--- src/rtl/timer16_pkg.sv ---
package timer16_pkg;
  parameter int BYTE_W = 8;
  localparam int CNT_W  = 2 * BYTE_W;
  localparam int ADDR_W = 8;

  localparam logic [ADDR_W-1:0] ADR_MODE_CFG = 8'h84;
  localparam logic [ADDR_W-1:0] ADR_MODE_RUN = 8'h85;
  localparam logic [ADDR_W-1:0] ADR_COUNT    = 8'hA4;
  localparam logic [ADDR_W-1:0] ADR_CMD_A    = 8'hB4;
  localparam logic [ADDR_W-1:0] ADR_CMD_B    = 8'hB5;
  localparam logic [ADDR_W-1:0] ADR_CMP_A    = 8'hC4;
  localparam logic [ADDR_W-1:0] ADR_CMP_B    = 8'hD4;

  localparam logic [BYTE_W-1:0] CFG_RSVD = 8'h2C;
  localparam logic [BYTE_W-1:0] RUN_RSVD = 8'h07;
  localparam int RUN_EN_BIT   = 7;
  localparam int RUN_LOAD_BIT = 6;

  typedef struct packed {
    logic             start;
    logic             stop;
    logic [CNT_W-1:0] period;
    logic [CNT_W-1:0] matchB;
    logic             evtAOn;
    logic             evtBOn;
  } ctrlStb_t;

  function automatic logic cfgOk(input logic [BYTE_W-1:0] b);
    return (b & CFG_RSVD) == '0;
  endfunction

  function automatic logic runOk(input logic [BYTE_W-1:0] b);
    return ((b & RUN_RSVD) == '0) && !(b[RUN_EN_BIT] && b[RUN_LOAD_BIT]);
  endfunction

  function automatic logic [CNT_W-1:0] zext(input logic [BYTE_W-1:0] b);
    return {{(CNT_W-BYTE_W){1'b0}}, b};
  endfunction
endpackage

--- src/rtl/timer16_regs.sv ---
module timer16_regs
  import timer16_pkg::*;
(
  input  logic              clk,
  input  logic              rstN,
  input  logic              wrEn,
  input  logic [ADDR_W-1:0] addr,
  input  logic [1:0]        size,
  input  logic [CNT_W-1:0]  wdata,
  input  logic [CNT_W-1:0]  cnt,
  output logic [CNT_W-1:0]  rdata,
  output logic              errFlag,
  output ctrlStb_t          stb
);
  logic [BYTE_W-1:0] modeCfg, modeRun, cmdA, cmdB;
  logic [CNT_W-1:0]  cmpA, cmpB;

  logic isByte, isHalf;
  logic wrCfg, wrRun, wrCmdA, wrCmdB, wrCmpA, wrCmpB, bad;
  logic [BYTE_W-1:0] nCfg, nRun;
  logic [CNT_W-1:0]  nCmp;

  assign isByte = (size == 2'd0);
  assign isHalf = (size == 2'd1);

  always_comb begin
    wrCfg = 1'b0; wrRun = 1'b0; wrCmdA = 1'b0; wrCmdB = 1'b0;
    wrCmpA = 1'b0; wrCmpB = 1'b0; bad = 1'b0;
    nCfg = wdata[BYTE_W-1:0];
    nRun = wdata[BYTE_W-1:0];
    nCmp = isHalf ? wdata : zext(wdata[BYTE_W-1:0]);
    if (wrEn) begin
      if (!isByte && !isHalf) begin
        bad = 1'b1;
      end else begin
        case (addr)
          ADR_MODE_CFG: begin
            if (isHalf) begin
              nCfg = wdata[CNT_W-1:BYTE_W];
              if (cfgOk(nCfg) && runOk(nRun)) begin
                wrCfg = 1'b1;
                wrRun = 1'b1;
              end else bad = 1'b1;
            end else if (cfgOk(nCfg)) wrCfg = 1'b1;
            else bad = 1'b1;
          end
          ADR_MODE_RUN: if (isByte && runOk(nRun)) wrRun = 1'b1; else bad = 1'b1;
          ADR_CMD_A:    if (isByte) wrCmdA = 1'b1; else bad = 1'b1;
          ADR_CMD_B:    if (isByte) wrCmdB = 1'b1; else bad = 1'b1;
          ADR_CMP_A:    wrCmpA = 1'b1;
          ADR_CMP_B:    wrCmpB = 1'b1;
          default:      bad = 1'b1;
        endcase
      end
    end
  end

  always_ff @(posedge clk) begin
    if (!rstN) begin
      modeCfg <= '0; modeRun <= '0; cmdA <= '0; cmdB <= '0;
      cmpA <= '0; cmpB <= '0; errFlag <= 1'b0;
    end else begin
      if (wrCfg)  modeCfg <= nCfg;
      if (wrRun)  modeRun <= nRun;
      if (wrCmdA) cmdA <= wdata[BYTE_W-1:0];
      if (wrCmdB) cmdB <= wdata[BYTE_W-1:0];
      if (wrCmpA) cmpA <= nCmp;
      if (wrCmpB) cmpB <= nCmp;
      if (bad)    errFlag <= 1'b1;
    end
  end

  always_comb begin
    stb.start  = wrRun && nRun[RUN_EN_BIT];
    stb.stop   = wrRun && !nRun[RUN_EN_BIT];
    stb.period = cmpA;
    stb.matchB = cmpB;
    stb.evtAOn = cmdA[0];
    stb.evtBOn = cmdB[0];
  end

  always_comb begin
    rdata = '0;
    if (isByte || isHalf) begin
      case (addr)
        ADR_MODE_CFG: rdata = isHalf ? {modeCfg, modeRun} : zext(modeCfg);
        ADR_MODE_RUN: rdata = isByte ? zext(modeRun) : '0;
        ADR_COUNT:    rdata = isHalf ? cnt : zext(cnt[BYTE_W-1:0]);
        ADR_CMD_A:    rdata = isByte ? zext(cmdA) : '0;
        ADR_CMD_B:    rdata = isByte ? zext(cmdB) : '0;
        ADR_CMP_A:    rdata = isHalf ? cmpA : zext(cmpA[BYTE_W-1:0]);
        ADR_CMP_B:    rdata = isHalf ? cmpB : zext(cmpB[BYTE_W-1:0]);
        default:      rdata = '0;
      endcase
    end
  end
endmodule

--- src/rtl/timer16_dp.sv ---
module timer16_dp
  import timer16_pkg::*;
(
  input  logic             clk,
  input  logic             rstN,
  input  ctrlStb_t         stb,
  output logic [CNT_W-1:0] cnt,
  output logic             running,
  output logic [CNT_W-1:0] period,
  output logic             periodEvt,
  output logic             cmpAEvt,
  output logic             cmpBEvt
);
  logic atTop;
  assign atTop = (cnt == period);

  always_ff @(posedge clk) begin
    if (!rstN) begin
      cnt <= '0; running <= 1'b0; period <= '0;
      periodEvt <= 1'b0; cmpAEvt <= 1'b0; cmpBEvt <= 1'b0;
    end else begin
      periodEvt <= 1'b0;
      cmpAEvt   <= 1'b0;
      cmpBEvt   <= 1'b0;
      if (stb.stop) begin
        running <= 1'b0;
        cnt     <= '0;
      end else if (stb.start) begin
        running <= (stb.period != '0);
        period  <= stb.period;
        cnt     <= '0;
      end else if (running) begin
        periodEvt <= atTop;
        cmpAEvt   <= atTop && stb.evtAOn;
        cmpBEvt   <= stb.evtBOn && (cnt == stb.matchB) && (stb.matchB <= period);
        cnt       <= atTop ? '0 : cnt + 1'b1;
      end
    end
  end
endmodule

--- src/rtl/timer16_dualcmp.sv ---
module timer16_dualcmp
  import timer16_pkg::*;
(
  input  logic              clk,
  input  logic              rstN,
  input  logic              wrEn,
  input  logic [ADDR_W-1:0] addr,
  input  logic [1:0]        size,
  input  logic [CNT_W-1:0]  wdata,
  output logic [CNT_W-1:0]  rdata,
  output logic              errFlag,
  output logic              periodEvt,
  output logic              cmpAEvt,
  output logic              cmpBEvt
);
  ctrlStb_t         stb;
  logic [CNT_W-1:0] cntVal;
  logic [CNT_W-1:0] perVal;
  logic             runVal;

  timer16_regs u_regs (
    .clk(clk), .rstN(rstN), .wrEn(wrEn), .addr(addr), .size(size),
    .wdata(wdata), .cnt(cntVal), .rdata(rdata), .errFlag(errFlag), .stb(stb)
  );

  timer16_dp u_dp (
    .clk(clk), .rstN(rstN), .stb(stb), .cnt(cntVal), .running(runVal),
    .period(perVal), .periodEvt(periodEvt), .cmpAEvt(cmpAEvt), .cmpBEvt(cmpBEvt)
  );
endmodule

--- config.mk ---
export PLATFORM = sky130hd
export DESIGN_NAME = timer16_dualcmp
export DESIGN_NICKNAME = d
export VERILOG_FILES = /design/src/rtl/timer16_pkg.sv /design/src/rtl/timer16_regs.sv /design/src/rtl/timer16_dp.sv /design/src/rtl/timer16_dualcmp.sv
export SDC_FILE = /design/constraint.sdc
export NUM_CORES = 1
export LEC_CHECK = 0
export CAP_MARGIN = 25
export CORE_MARGIN = 2
export CORE_UTILIZATION = 59
export CTS_CLUSTER_SIZE = 20
export DETAILED_ROUTE_END_ITERATION = 8
export PLACE_DENSITY = 0.81
export SETUP_SLACK_MARGIN = 0.2
export SYNTH_ARGS = -nofsm -noshare
export SYNTH_HDL_FRONTEND = slang
export SYNTH_HIERARCHICAL = 1
export SYNTH_SLANG_ARGS = --single-unit
--- constraint.sdc ---
create_clock -name clk -period 4 [get_ports clk]
set_clock_uncertainty 0.05 [all_clocks]
set_input_delay 1 -clock clk [delete_from_list [all_inputs] [get_ports clk]]
set_output_delay 1 -clock clk [all_outputs]
set_load 0.03 [all_outputs]
== Word level (Yosys, flattened, before mapping) ==
Cells that the tools add are included.

* Add/sub/neg operators: 1
* Order comparisons: 1
* Eq/ne operators: 10
* Muxes and demuxes: 47
* Bitwise gates (word level): 3
* Reductions and logical operators: 26

{| class="wikitable"
|+ Operators with widths
! operator !! count
|-
| $mux W16 || 7
|-
| $pmux W16 S7 || 1
|-
| $eq A8 B8 Y1 const B || 7
|-
| $mux W8 || 7
|-
| $eq A16 B16 Y1 || 2
|-
| $mux W1 || 30
|-
| $logic_not A8 Y1 || 3
|-
| $add A16 B1 Y16 const B || 1
|-
| $le A16 B16 Y1 || 1
|-
| $reduce_bool A16 Y1 || 1
|-
| $logic_and A1 B1 Y1 || 10
|-
| $reduce_or A2 Y1 || 3
|-
| $logic_not A1 Y1 || 4
|-
| $pmux W1 S4 || 1
|-
| $reduce_or A4 Y1 || 1
|-
| $not A1 Y1 || 3
|-
| $reduce_or A3 Y1 || 1
|-
| $eq A2 B1 Y1 const B || 1
|-
| $logic_not A2 Y1 || 1
|-
| $pmux W1 S2 || 1
|-
| $reduce_and A2 Y1 || 1
|-
| $logic_or A1 B1 Y1 || 1
|}

* Flip-flop bits (word level): 101
* Bits of input ports: 29
* Logic and storage cells: 101

== Depth between registers and ports, before layout ==
Gate-level depths: netlist (run 1).

* Depth in word-level cells: 12
* Mapped depth: 11
* Mapped depth without buffers: 8

== Modules after synthesis ==
Netlist (run 1), hierarchy kept.

{| class="wikitable"
|+ Modules (own cells, without submodules)
! module !! times used !! cells an instance !! area each (sq um)
|-
| timer16_regs || 1 || 423 || 3572.2
|-
| timer16_dp || 1 || 274 || 2309.7
|}

== Least setup slack after synthesis (run 1) ==
OpenSTA, ideal clock, no wires.

* Path type: in2out
* From: input port addr[4]
* To: output port rdata[5]
* Data arrival time: 2.847 ns
* Required time: 2.950 ns
* Setup slack: 0.103 ns
* Cell stages on the path: 5
* Path buffers: 1
* Path through: buf_2 > or4b_1 > nor3_1 > nand2_1 > a31oi_1

* Longest elaborated chain between the ends: 3
* Elaborated cells on any way between the ends: 9

{| class="wikitable"
|+ RTL lines
! what !! RTL line !! source
|-
| from (decl) || timer16_dualcmp.sv:7 || <nowiki>input logic [ADDR_W-1:0] addr,</nowiki>
|-
| $eq A8 B8 Y1 || timer16_regs.sv:85 || <nowiki>case (addr)</nowiki>
|-
| $pmux W16 S7 (*) || timer16_regs.sv:85 ||
|-
| $mux W16 (*) || timer16_regs.sv:84 || <nowiki>if (isByte || isHalf) begin</nowiki>
|-
| to (decl) || timer16_dualcmp.sv:10 || <nowiki>output logic [CNT_W-1:0] rdata,</nowiki>
|}

Every way passes the cells marked *; elsewhere a longest branch is shown, timed or not.

== Worst setup path in the final report (run 1) ==
Same ends and word-level chain as after synthesis.

==> results of run 1 <==
## worst reg2reg max path, cell delays in order, from the launching register on
cell and delay (ns):
dfxtp_1 0.39, inv_1 0.06, ha_1 0.32, nand4_1 0.17, nor4_1 0.56, nand4_1 0.24
a2111oi_2 0.36
## per-layer routing
layer / vias to the layer above / track usage / wire length (um)
li1: 2580 / - / -
met1: 2666 / 0.451 / 7820
met2: 252 / 0.530 / 8210
met3: 37 / 0.0610 / 1330
met4: 0 / 0.114 / 512
met5: - / 0 / 0
## per-stage QoR
step | util | hold WS, ns | setup slack [ns] | power (W) | instances
2_1_floorplan | - | 0.388 | 0.194 | 0.00110 | 697
3_3_place_gp | 0.682 | 0.401 | -0.00657 | 0.00118 | 875
5_1_grt | 0.707 | 0.453 | 0.159 | 0.00193 | 893
3_5_place_dp | 0.682 | 0.415 | -0.0852 | 0.00118 | 875
4_1_cts | 0.705 | 0.428 | 0.210 | 0.00187 | 892
6_report | 0.707 | 0.424 | 0.224 | 0.00187 | 893
## area by class of cell
| class | count | area, um^2 | share of cell area |
|---|---|---|---|
| Clock buffer | 10 | 138 | 0.0200 |
| Clock inverter | 6 | 78.8 | 0.0115 |
| Inverter | 19 | 71.3 | 0.0104 |
| Multi-Input combinational cell | 525 | 3570 | 0.519 |
| Sequential cell | 101 | 2020 | 0.294 |
| Tap cell | 133 | 166 | 0.0242 |
| Timing Repair Buffer | 99 | 835 | 0.121 |
## path summary, 6_finish.rpt
kind | from | endpoint | slack, ns | cells past startpoint
worst max-delay path | addr[4] | rdata[5] | 0.22 | 7
worst min-delay path | u_regs/cmdB[4] | u_regs/cmdB[4] | 0.42 | 2
worst max register to register | u_dp/period[14] | u_dp/cmpBEvt | 1.76 | 6
worst min register to register | u_regs/cmdB[4] | u_regs/cmdB[4] | 0.42 | 2
## where the power goes
group          total [W]  switching, W  internal, W
logic           0.000157     0.0000858    0.0000714
registers        0.00101   0.000000959      0.00101
clock network   0.000705      0.000385     0.000320
total            0.00187      0.000472      0.00140
## cells in the mapped netlist, types with 3 or more instances
cell and n:
nand3b_1 17, inv_1 19, dfxtp_1 101, o21ai_0 10, a31oi_1 3, xnor2_1 18
a221oi_1 3, nand2_1 120, a21boi_0 45, clkbuf_1 34, o221ai_1 6, ha_1 17
a211oi_1 3, nand2b_1 4, and3_1 13, mux2i_1 35, a21boi_1 12, a222oi_1 3
and2_1 5, buf_2 6, nor2_1 21, nor2_2 10, nand3_1 34, buf_6 4
nor3_1 5, nand4_1 13, a22oi_1 4, o22a_1 8, nor2b_1 17, xor2_1 30
nor4_1 11, a32o_1 6, buf_4 4, a21oi_1 18, nor4b_1 3
## flip-flops by register name, summed over array words and instances (netlist names)
name,flops
u_regs/modeRun,8
u_dp/cmpAEvt,1
u_dp/running,1
u_dp/cmpBEvt,1
u_dp/cnt,16
u_regs/modeCfg,8
u_regs/cmdA,8
u_regs/cmpA,16
u_regs/cmdB,8
u_regs/cmpB,16
u_regs/errFlag,1
u_dp/period,16
u_dp/periodEvt,1
## what timing repair did
item | CTS | global route
pin swaps | 4 | 4
buffers inserted | 1 | 1
setup endpoints to repair | 15 | 7
gates resized for setup | 13 | 4
hold buffers | 0 | 0
## cell families after synthesis
group,after synthesis,share of synthesized area
compound gates,133,0.171
xor+xnor,48,0.0715
fa+ha+maj,17,0.0362
buf+inv,71,0.0581
flops,101,0.344
mux,35,0.0596
simple gates,292,0.260
==> flow_summary.toml, run 1 <==
[sta]
timing.final.crit_share = 0.944
hold_viol_final = 0
finalSetupTns_ns = 0
worstMarginPinSlew_ns = 0.754
period_minus_slack_ns = 3.78
finalMaxSlewViolations = 0
max_freq_mhz = 265
slew-limit-headroom = 0.496
setup_viol = 0
rsz0062_at_grt = "false"

[pwr]
vdd_ir_drop_max_mv = 0.396
p_leak_nw = 2.64
p_per_area_nw_per_um2 = 272

[layout]
synthToLayoutAreaGrowth_pct = 17.0
fillers = 806
num_antenna_cells = 0
drive_above_1_share = 0.158
final_cell_area_um2 = 6880
num-nets-final = 801
mostFrequentLayoutCell = "nand2_1"
layout_common_cells = "nand2_1 (120), dfxtp_1 (101), buf_4 (63)"

[synth]
ys_warn_count = 6
synth_top_flop_cell = "dfxtp_1"
synth_edf_count = 0
postSynth.asyncResetShare = 0
seq_area_frac_synth = 0.344
yosysTopAreaCell = "dfxtp_1"
syn_area_um2 = 5880
synth.distinct_cells = 62
avgSynthCellArea_um2 = 8.44
synthesis.nets = 743
synthTopCellsByArea = "dfxtp_1 (34%), nand2_1 (7.7%), mux2i_1 (6.0%)"
synth_top_area_frac = 0.344
yosys_register_bits = 101
syn_inst = 697

[cts]
cts_buffers = 9
htreeDepth = 3
cts_tree = "built"
clock_path_buffers = 2
worstSkewPairLatency_ns = 0.38
cts-root-buf = "clkbuf_8"
cts_sinks = 101
path_clk_slew_ns = 0.09

[die]
rows = 36
fp.dieArea_um2 = 10800
io_pins = 49
die_h_um = 104
die_w_um = 104
fp.coreArea_um2 = 9730
start_util = 0.605

[placement]
globalplace.congestion = 0.984
place.port_buffers = 48
hpwl_mm = 13.3
placed_cell_area_um2 = 6630

[worst_setup_path]
critPathKind = "primary input to primary output"
startpoint_type = "primary input"
cp_data_required_time_ns = 2.95
path_max_fanout = 8
critPathTopFamily = "simple AND/OR/NAND/NOR gates"
end_kind = "primary output"
slowest_delay_ns = 0.59
slowest_stage = "or4b_4"
crit_chain = "dlygate4sd2_1 > or4b_4 > nor3_2 > buf_4 > a22oi_1 > a31oi_2 > buf_6"
critPathBufInv = 3
arrival_ns = 2.73

[grt]
grt_pass1_wl_mm = 28.0
overflow = 0
antenna_found_initial = 0
grt_pass1_vias = 5302
grt_start_max_net_pins = 74
track_usage = 0.332

[route]
drcViolationCount = 0
routed-via-count = 5535
drtIter0Drc = 465
drt-pass1-iter-count = 5
viasPerCell = 6.20
drtAntennaViolNets = 0
wl_per_cell_um = 20.0
finalWirelength_mm = 17.9

[worst_hold_path]
min_path_type = "register to register"

[job]
maxCapViolations = 0

[outcome]
run_status = "finished clean"
Note: power is estimated with default switching activity, not from simulation.
==> run 2, diff against run 1 <==
Settings changed: GPL_ROUTABILITY_DRIVEN set to 0.
==> run 2 against run 1 <==
  * Non-clock buffer count down 2
  * First-iteration DRC count up 24%
  * Fmax about the same
  * Sequential power about the same
  * Routed wire length up 1.7%
  * Die area unchanged
  * Via count up 2.9%
  * Core utilization up 0.10 points
  * Design area up 0.15%
  * Critical path type unchanged
==> flow_summary.toml, run 2 (same netlist as run 1, synthesis figures left out) <==
[die]
die_h_um = 104
io_pins = 49
start_util = 0.605
fp.dieArea_um2 = 10800
rows = 36
fp.coreArea_um2 = 9730
die_w_um = 104

[layout]
final_cell_area_um2 = 6890
fillers = 787
drive_above_1_share = 0.162
num-nets-final = 799
layout_common_cells = "nand2_1 (120), dfxtp_1 (101), buf_4 (57)"
fin_util = 0.708
mostFrequentLayoutCell = "nand2_1"
synthToLayoutAreaGrowth_pct = 17.1

[worst_setup_path]
crit_chain = "dlygate4sd2_1 > or4b_4 > nor3_2 > buf_4 > nand2_1 > a31oi_1 > buf_4"
critPathTopFamily = "simple AND/OR/NAND/NOR gates"
slowest_delay_ns = 0.59
path_max_fanout = 8
end_kind = "primary output"
cp_data_required_time_ns = 2.95
r2r_cells = 7
reg2reg_from = "u_dp/period[12]"
cpMostUsedCell = "buf_4"
critPathBufInv = 3
worstSetupEndpoint = "rdata[4]"
arrival_ns = 2.72
worst-path-stages = 7
reg2reg_slack_ns = 1.82
slowest_stage = "or4b_4"
startpoint_type = "primary input"
critPathKind = "primary input to primary output"
worst_r2r_endpoint = "u_dp/cmpBEvt"
critical_path.startpoint = "addr[4]"

[sta]
finalMaxSlewViolations = 0
setup_slack_ns = 0.226
max_freq_mhz = 265
hold_viol_final = 0
worst_hold_slack_ns = 0.429
worstMarginPinSlew_ns = 0.790
rsz0062_at_grt = "true"
finalSetupTns_ns = 0
slew-limit-headroom = 0.472
timing.final.crit_share = 0.944
setup_viol = 0
period_minus_slack_ns = 3.77

[route]
drcViolationCount = 0
drtIter0Drc = 576
wl_per_cell_um = 20.4
routed-via-count = 5694
finalWirelength_mm = 18.2
drtAntennaViolNets = 0
drt-pass1-iter-count = 8
viasPerCell = 6.39

[pwr]
p_clk_frac = 0.360
p_comb_frac = 0.088
p_per_area_nw_per_um2 = 265
p_leak_nw = 2.64
swShare = 0.252
vdd_ir_drop_max_mv = 0.276
seqPwrFrac = 0.552
power.switching_w = 0.000459
p_int_w = 0.00137

[grt]
grt_pass1_wl_mm = 27.8
grt_start_max_net_pins = 78
track_usage = 0.327
antenna_found_initial = 1
overflow = 0
grt_pass1_vias = 5378

[cts]
cts-root-buf = "clkbuf_8"
cts_buffers = 9
cts_hold_buffers = 0
cts_sinks = 101
cts_tree = "built"
worstSkewPairLatency_ns = 0.38
path_clk_slew_ns = 0.10
htreeDepth = 3
clock_path_buffers = 2

[job]
maxCapViolations = 0

[worst_hold_path]
min_path_type = "register to register"
min_from = "u_regs/cmdB[2]"

[placement]
placed_cell_area_um2 = 6600
place.port_buffers = 48
hpwl_mm = 13.1
dp_slack_ns = -0.0366

[outcome]
run_status = "finished clean"
-- run 2: how the worst min path moves through the flow --
stage / end / slack (ns) / cells past startpoint
floorplan: u_regs/modeRun[3] / 0.39 / 2
CTS: u_regs/cmdB[2] / 0.43 / 2
detailed placement: u_regs/cmdB[2] / 0.42 / 2
global placement: u_regs/cmdB[2] / 0.41 / 2
global route: u_regs/cmdB[2] / 0.46 / 2
finish: u_regs/cmdB[2] / 0.43 / 2
-- run 2: layout make-up --
type	count	area, um^2	area share
diodes	1	2.50	0.000363
clock buffers	9	124	0.0180
clock inverters	6	62.6	0.00908
inverters	19	71.3	0.0104
multi-input cells	525	3610	0.525
flip-flops and latches	101	2020	0.293
well taps	133	166	0.0242
repair buffers	97	827	0.120
-- run 2: worst min-delay path: cells and delay by family (launching register included) --
family	cells	cell delay, ns
flip-flops	1	0.32
AO/OA/AOI/OAI	1	0.06
AND/OR/NAND/NOR	1	0.05
-- run 2: power by group through the flow --
stage / clock, W / sequential, W / combinational [W]
2_1_floorplan: 0 / 0.00103 / 0.0000690
3_3_place_gp: 0 / 0.00103 / 0.000147
3_5_place_dp: 0 / 0.00103 / 0.000149
4_1_cts: 0.000660 / 0.00101 / 0.000152
5_1_grt: 0.000701 / 0.00101 / 0.000167
6_report: 0.000657 / 0.00101 / 0.000160
-- run 2: through the flow --
stage | instances | power (W)
floorplan | 697 | 0.00110
global placement | 871 | 0.00118
finish | 891 | 0.00182
detailed placement | 871 | 0.00118
global route | 891 | 0.00188
CTS | 890 | 0.00182
-- run 2: routing by layer --
metal | GRT usage | vias to the layer above | part of all wire
met3 | 0.0686 | 85 | 0.091
li1 | - | 2572 | -
met1 | 0.421 | 2708 | 0.40
met5 | 0 | - | 0
met2 | 0.530 | 329 | 0.46
met4 | 0.145 | 0 | 0.048
-- run 2: repair_timing --
item	CTS	global route
setup endpoints to repair	16	7
cloned	1	0
pin swaps	8	0
gates resized for setup	25	4
setup buffers	3	0
==> run 3, diff against run 2 <==
Settings changed: CORE_UTILIZATION 59 to 35, PLACE_DENSITY 0.81 to unset.
==> run 3 against run 2 <==
  * Flip-flop and latch count unchanged
  * Core utilization shrank 27 points
  * Die area rose by 66%
  * Worst hold slack worse by 0.0079 ns
  * First-iteration DRC count fell by 27%
  * Count of clock-buffer cells in the layout up 2
  * Clock power is 34% higher
  * Cell count is 11% higher
  * Critical path type unchanged
  * Highest routed layer unchanged
==> flow_summary.toml, run 3 (same netlist as run 1, synthesis figures left out) <==
[outcome]
run_status = "finished clean"

[sta]
finalMaxSlewViolations = 0
rsz0062_at_grt = "false"
worstMarginPinSlew_ns = 0.858
hold_viol_final = 0
period_minus_slack_ns = 3.72
worst_hold_slack_ns = 0.421
max_freq_mhz = 269
setup_viol = 0
slew-limit-headroom = 0.428
timing.final.crit_share = 0.931

[route]
drtIter0Drc = 419
drcViolationCount = 0
routed-via-count = 5451
viasPerCell = 5.52
wl_per_cell_um = 19.0
drt-pass1-iter-count = 8
drtAntennaViolNets = 0
finalWirelength_mm = 18.7

[layout]
drive_above_1_share = 0.175
fillers = 1617
layout_common_cells = "nand2_1 (120), dfxtp_1 (101), buf_4 (68)"
mostFrequentLayoutCell = "nand2_1"
num_antenna_cells = 0
final_cell_area_um2 = 7180
synthToLayoutAreaGrowth_pct = 22.1
fin_cells = 987
num-nets-final = 808

[worst_setup_path]
cpMostUsedCell = "buf_4"
worst_r2r_endpoint = "u_dp/cnt[4]"
slowest_delay_ns = 0.29
cp_data_required_time_ns = 2.95
startpoint_type = "primary input"
critPathKind = "primary input to primary output"
path_max_fanout = 10
crit_chain = "dlygate4sd2_1 > buf_4 > nor4b_2 > buf_4 > a22o_1 > nand3_1 > a31oi_1 > buf_4"
arrival_ns = 2.67
r2r_cells = 5
end_kind = "primary output"
critical_path.startpoint = "addr[3]"
reg2reg_slack_ns = 1.67
reg2reg_from = "u_dp/cnt[0]"
worstSetupEndpoint = "rdata[4]"
slowest_stage = "dlygate4sd2_1"

[job]
maxCapViolations = 0

[grt]
antenna_found_initial = 0
overflow = 0
track_usage = 0.211
grt_pass1_wl_mm = 29.0
grt_pass1_vias = 5321
grt_start_max_net_pins = 92

[cts]
path_clk_slew_ns = 0.07
cts_sinks = 101
cts_hold_buffers = 0
cts_tree = "built"
cts-root-buf = "clkbuf_16"
worstSkewPairLatency_ns = 0.36
cts_buffers = 9
clock_path_buffers = 2
htreeDepth = 3

[die]
fp.dieArea_um2 = 17900
fp.coreArea_um2 = 16500
die_w_um = 134
die_h_um = 134
io_pins = 49
start_util = 0.356
rows = 47

[worst_hold_path]
min_path_type = "register to register"

[pwr]
p_leak_nw = 2.74
p_per_area_nw_per_um2 = 285
vdd_ir_drop_max_mv = 0.203
power.total_w = 0.00205

[placement]
dp_cells = 965
hpwl_mm = 14.2
placed_cell_area_um2 = 6750
place.port_buffers = 48
==> run 3: cell types whose count changed in the layout (fill, tap and decap cells not counted), sizes merged <==
cell / previous run / this run
buf: 66 / 75
clkbuf: 9 / 11
bufinv: 1 / 0
clkdlybuf4s15: 0 / 1
clkinv: 3 / 2
clkinvlp: 0 / 1
diode: 1 / 0
dlygate4sd2: 9 / 8
==> run 3: repair_timing <==
item | in CTS | in global routing
setup buffers | 3 | 3
endpoints found under the setup margin | 16 | 8
pin swaps | 7 | 5
gates resized for setup | 35 | 4
gates cloned | 0 | 0
endpoints found under the hold margin | 0 | 0
==> run 3: worst max-delay path, delay by kind of cell <==
family | cells | cell delay, ns
AND/OR/NAND/NOR | 2 | 0.39
buffers and inverters | 4 | 0.88
AO/OA/AOI/OAI | 2 | 0.39
==> run 3: worst min path at each step <==
| stage | slack [ns] | depth (start not counted) | start | to |
|---|---|---|---|---|
| 2_1_floorplan | 0.39 | 2 | u_regs/modeRun[3] | u_regs/modeRun[3] |
| 3_3_place_gp | 0.40 | 2 | u_regs/modeRun[6] | u_regs/modeRun[6] |
| 3_5_place_dp | 0.41 | 2 | u_regs/modeRun[6] | u_regs/modeRun[6] |
| 4_1_cts | 0.43 | 2 | u_regs/modeRun[6] | u_regs/modeRun[6] |
| 5_1_grt | 0.44 | 2 | u_regs/modeRun[7] | u_regs/modeRun[7] |
| 6_report | 0.42 | 2 | u_regs/modeRun[7] | u_regs/modeRun[7] |
==> run 3: through the flow <==
step	setup WS, ns	util	setup TNS, ns
after detailed placement	-0.126	0.408	-0.708
final	0.277	0.435	0
after global routing	0.201	0.435	0
after floorplan	0.194	-	0
after global placement	-0.103	0.408	-0.540
after CTS	0.224	0.432	0
==> run 3: power breakdown <==
part	total, W	switching, W	leakage (nW)	internal (W)
Sequential	0.00101	0.00000106	0.813	0.00101
Clock	0.000880	0.000417	0.144	0.000463
Combinational	0.000163	0.0000890	1.78	0.0000742
Total	0.00205	0.000507	2.74	0.00154
==> run 3: final cells by class <==
class / instances / area [um^2] / area share
Clock buffer: 11 / 253 / 0.0352
Multi-Input combinational cell: 525 / 3630 / 0.506
Timing Repair Buffer: 106 / 886 / 0.123
Clock inverter: 5 / 41.3 / 0.00575
Inverter: 19 / 71.3 / 0.00993
Tap cell: 220 / 275 / 0.0383
Sequential cell: 101 / 2020 / 0.282
==> run 3: layer usage <==
metal / track usage / wire length [um]
met2: 0.342 / 8690
met1: 0.273 / 8160
met4: 0.108 / 822
met5: 0 / 0
met3: 0.0331 / 1050
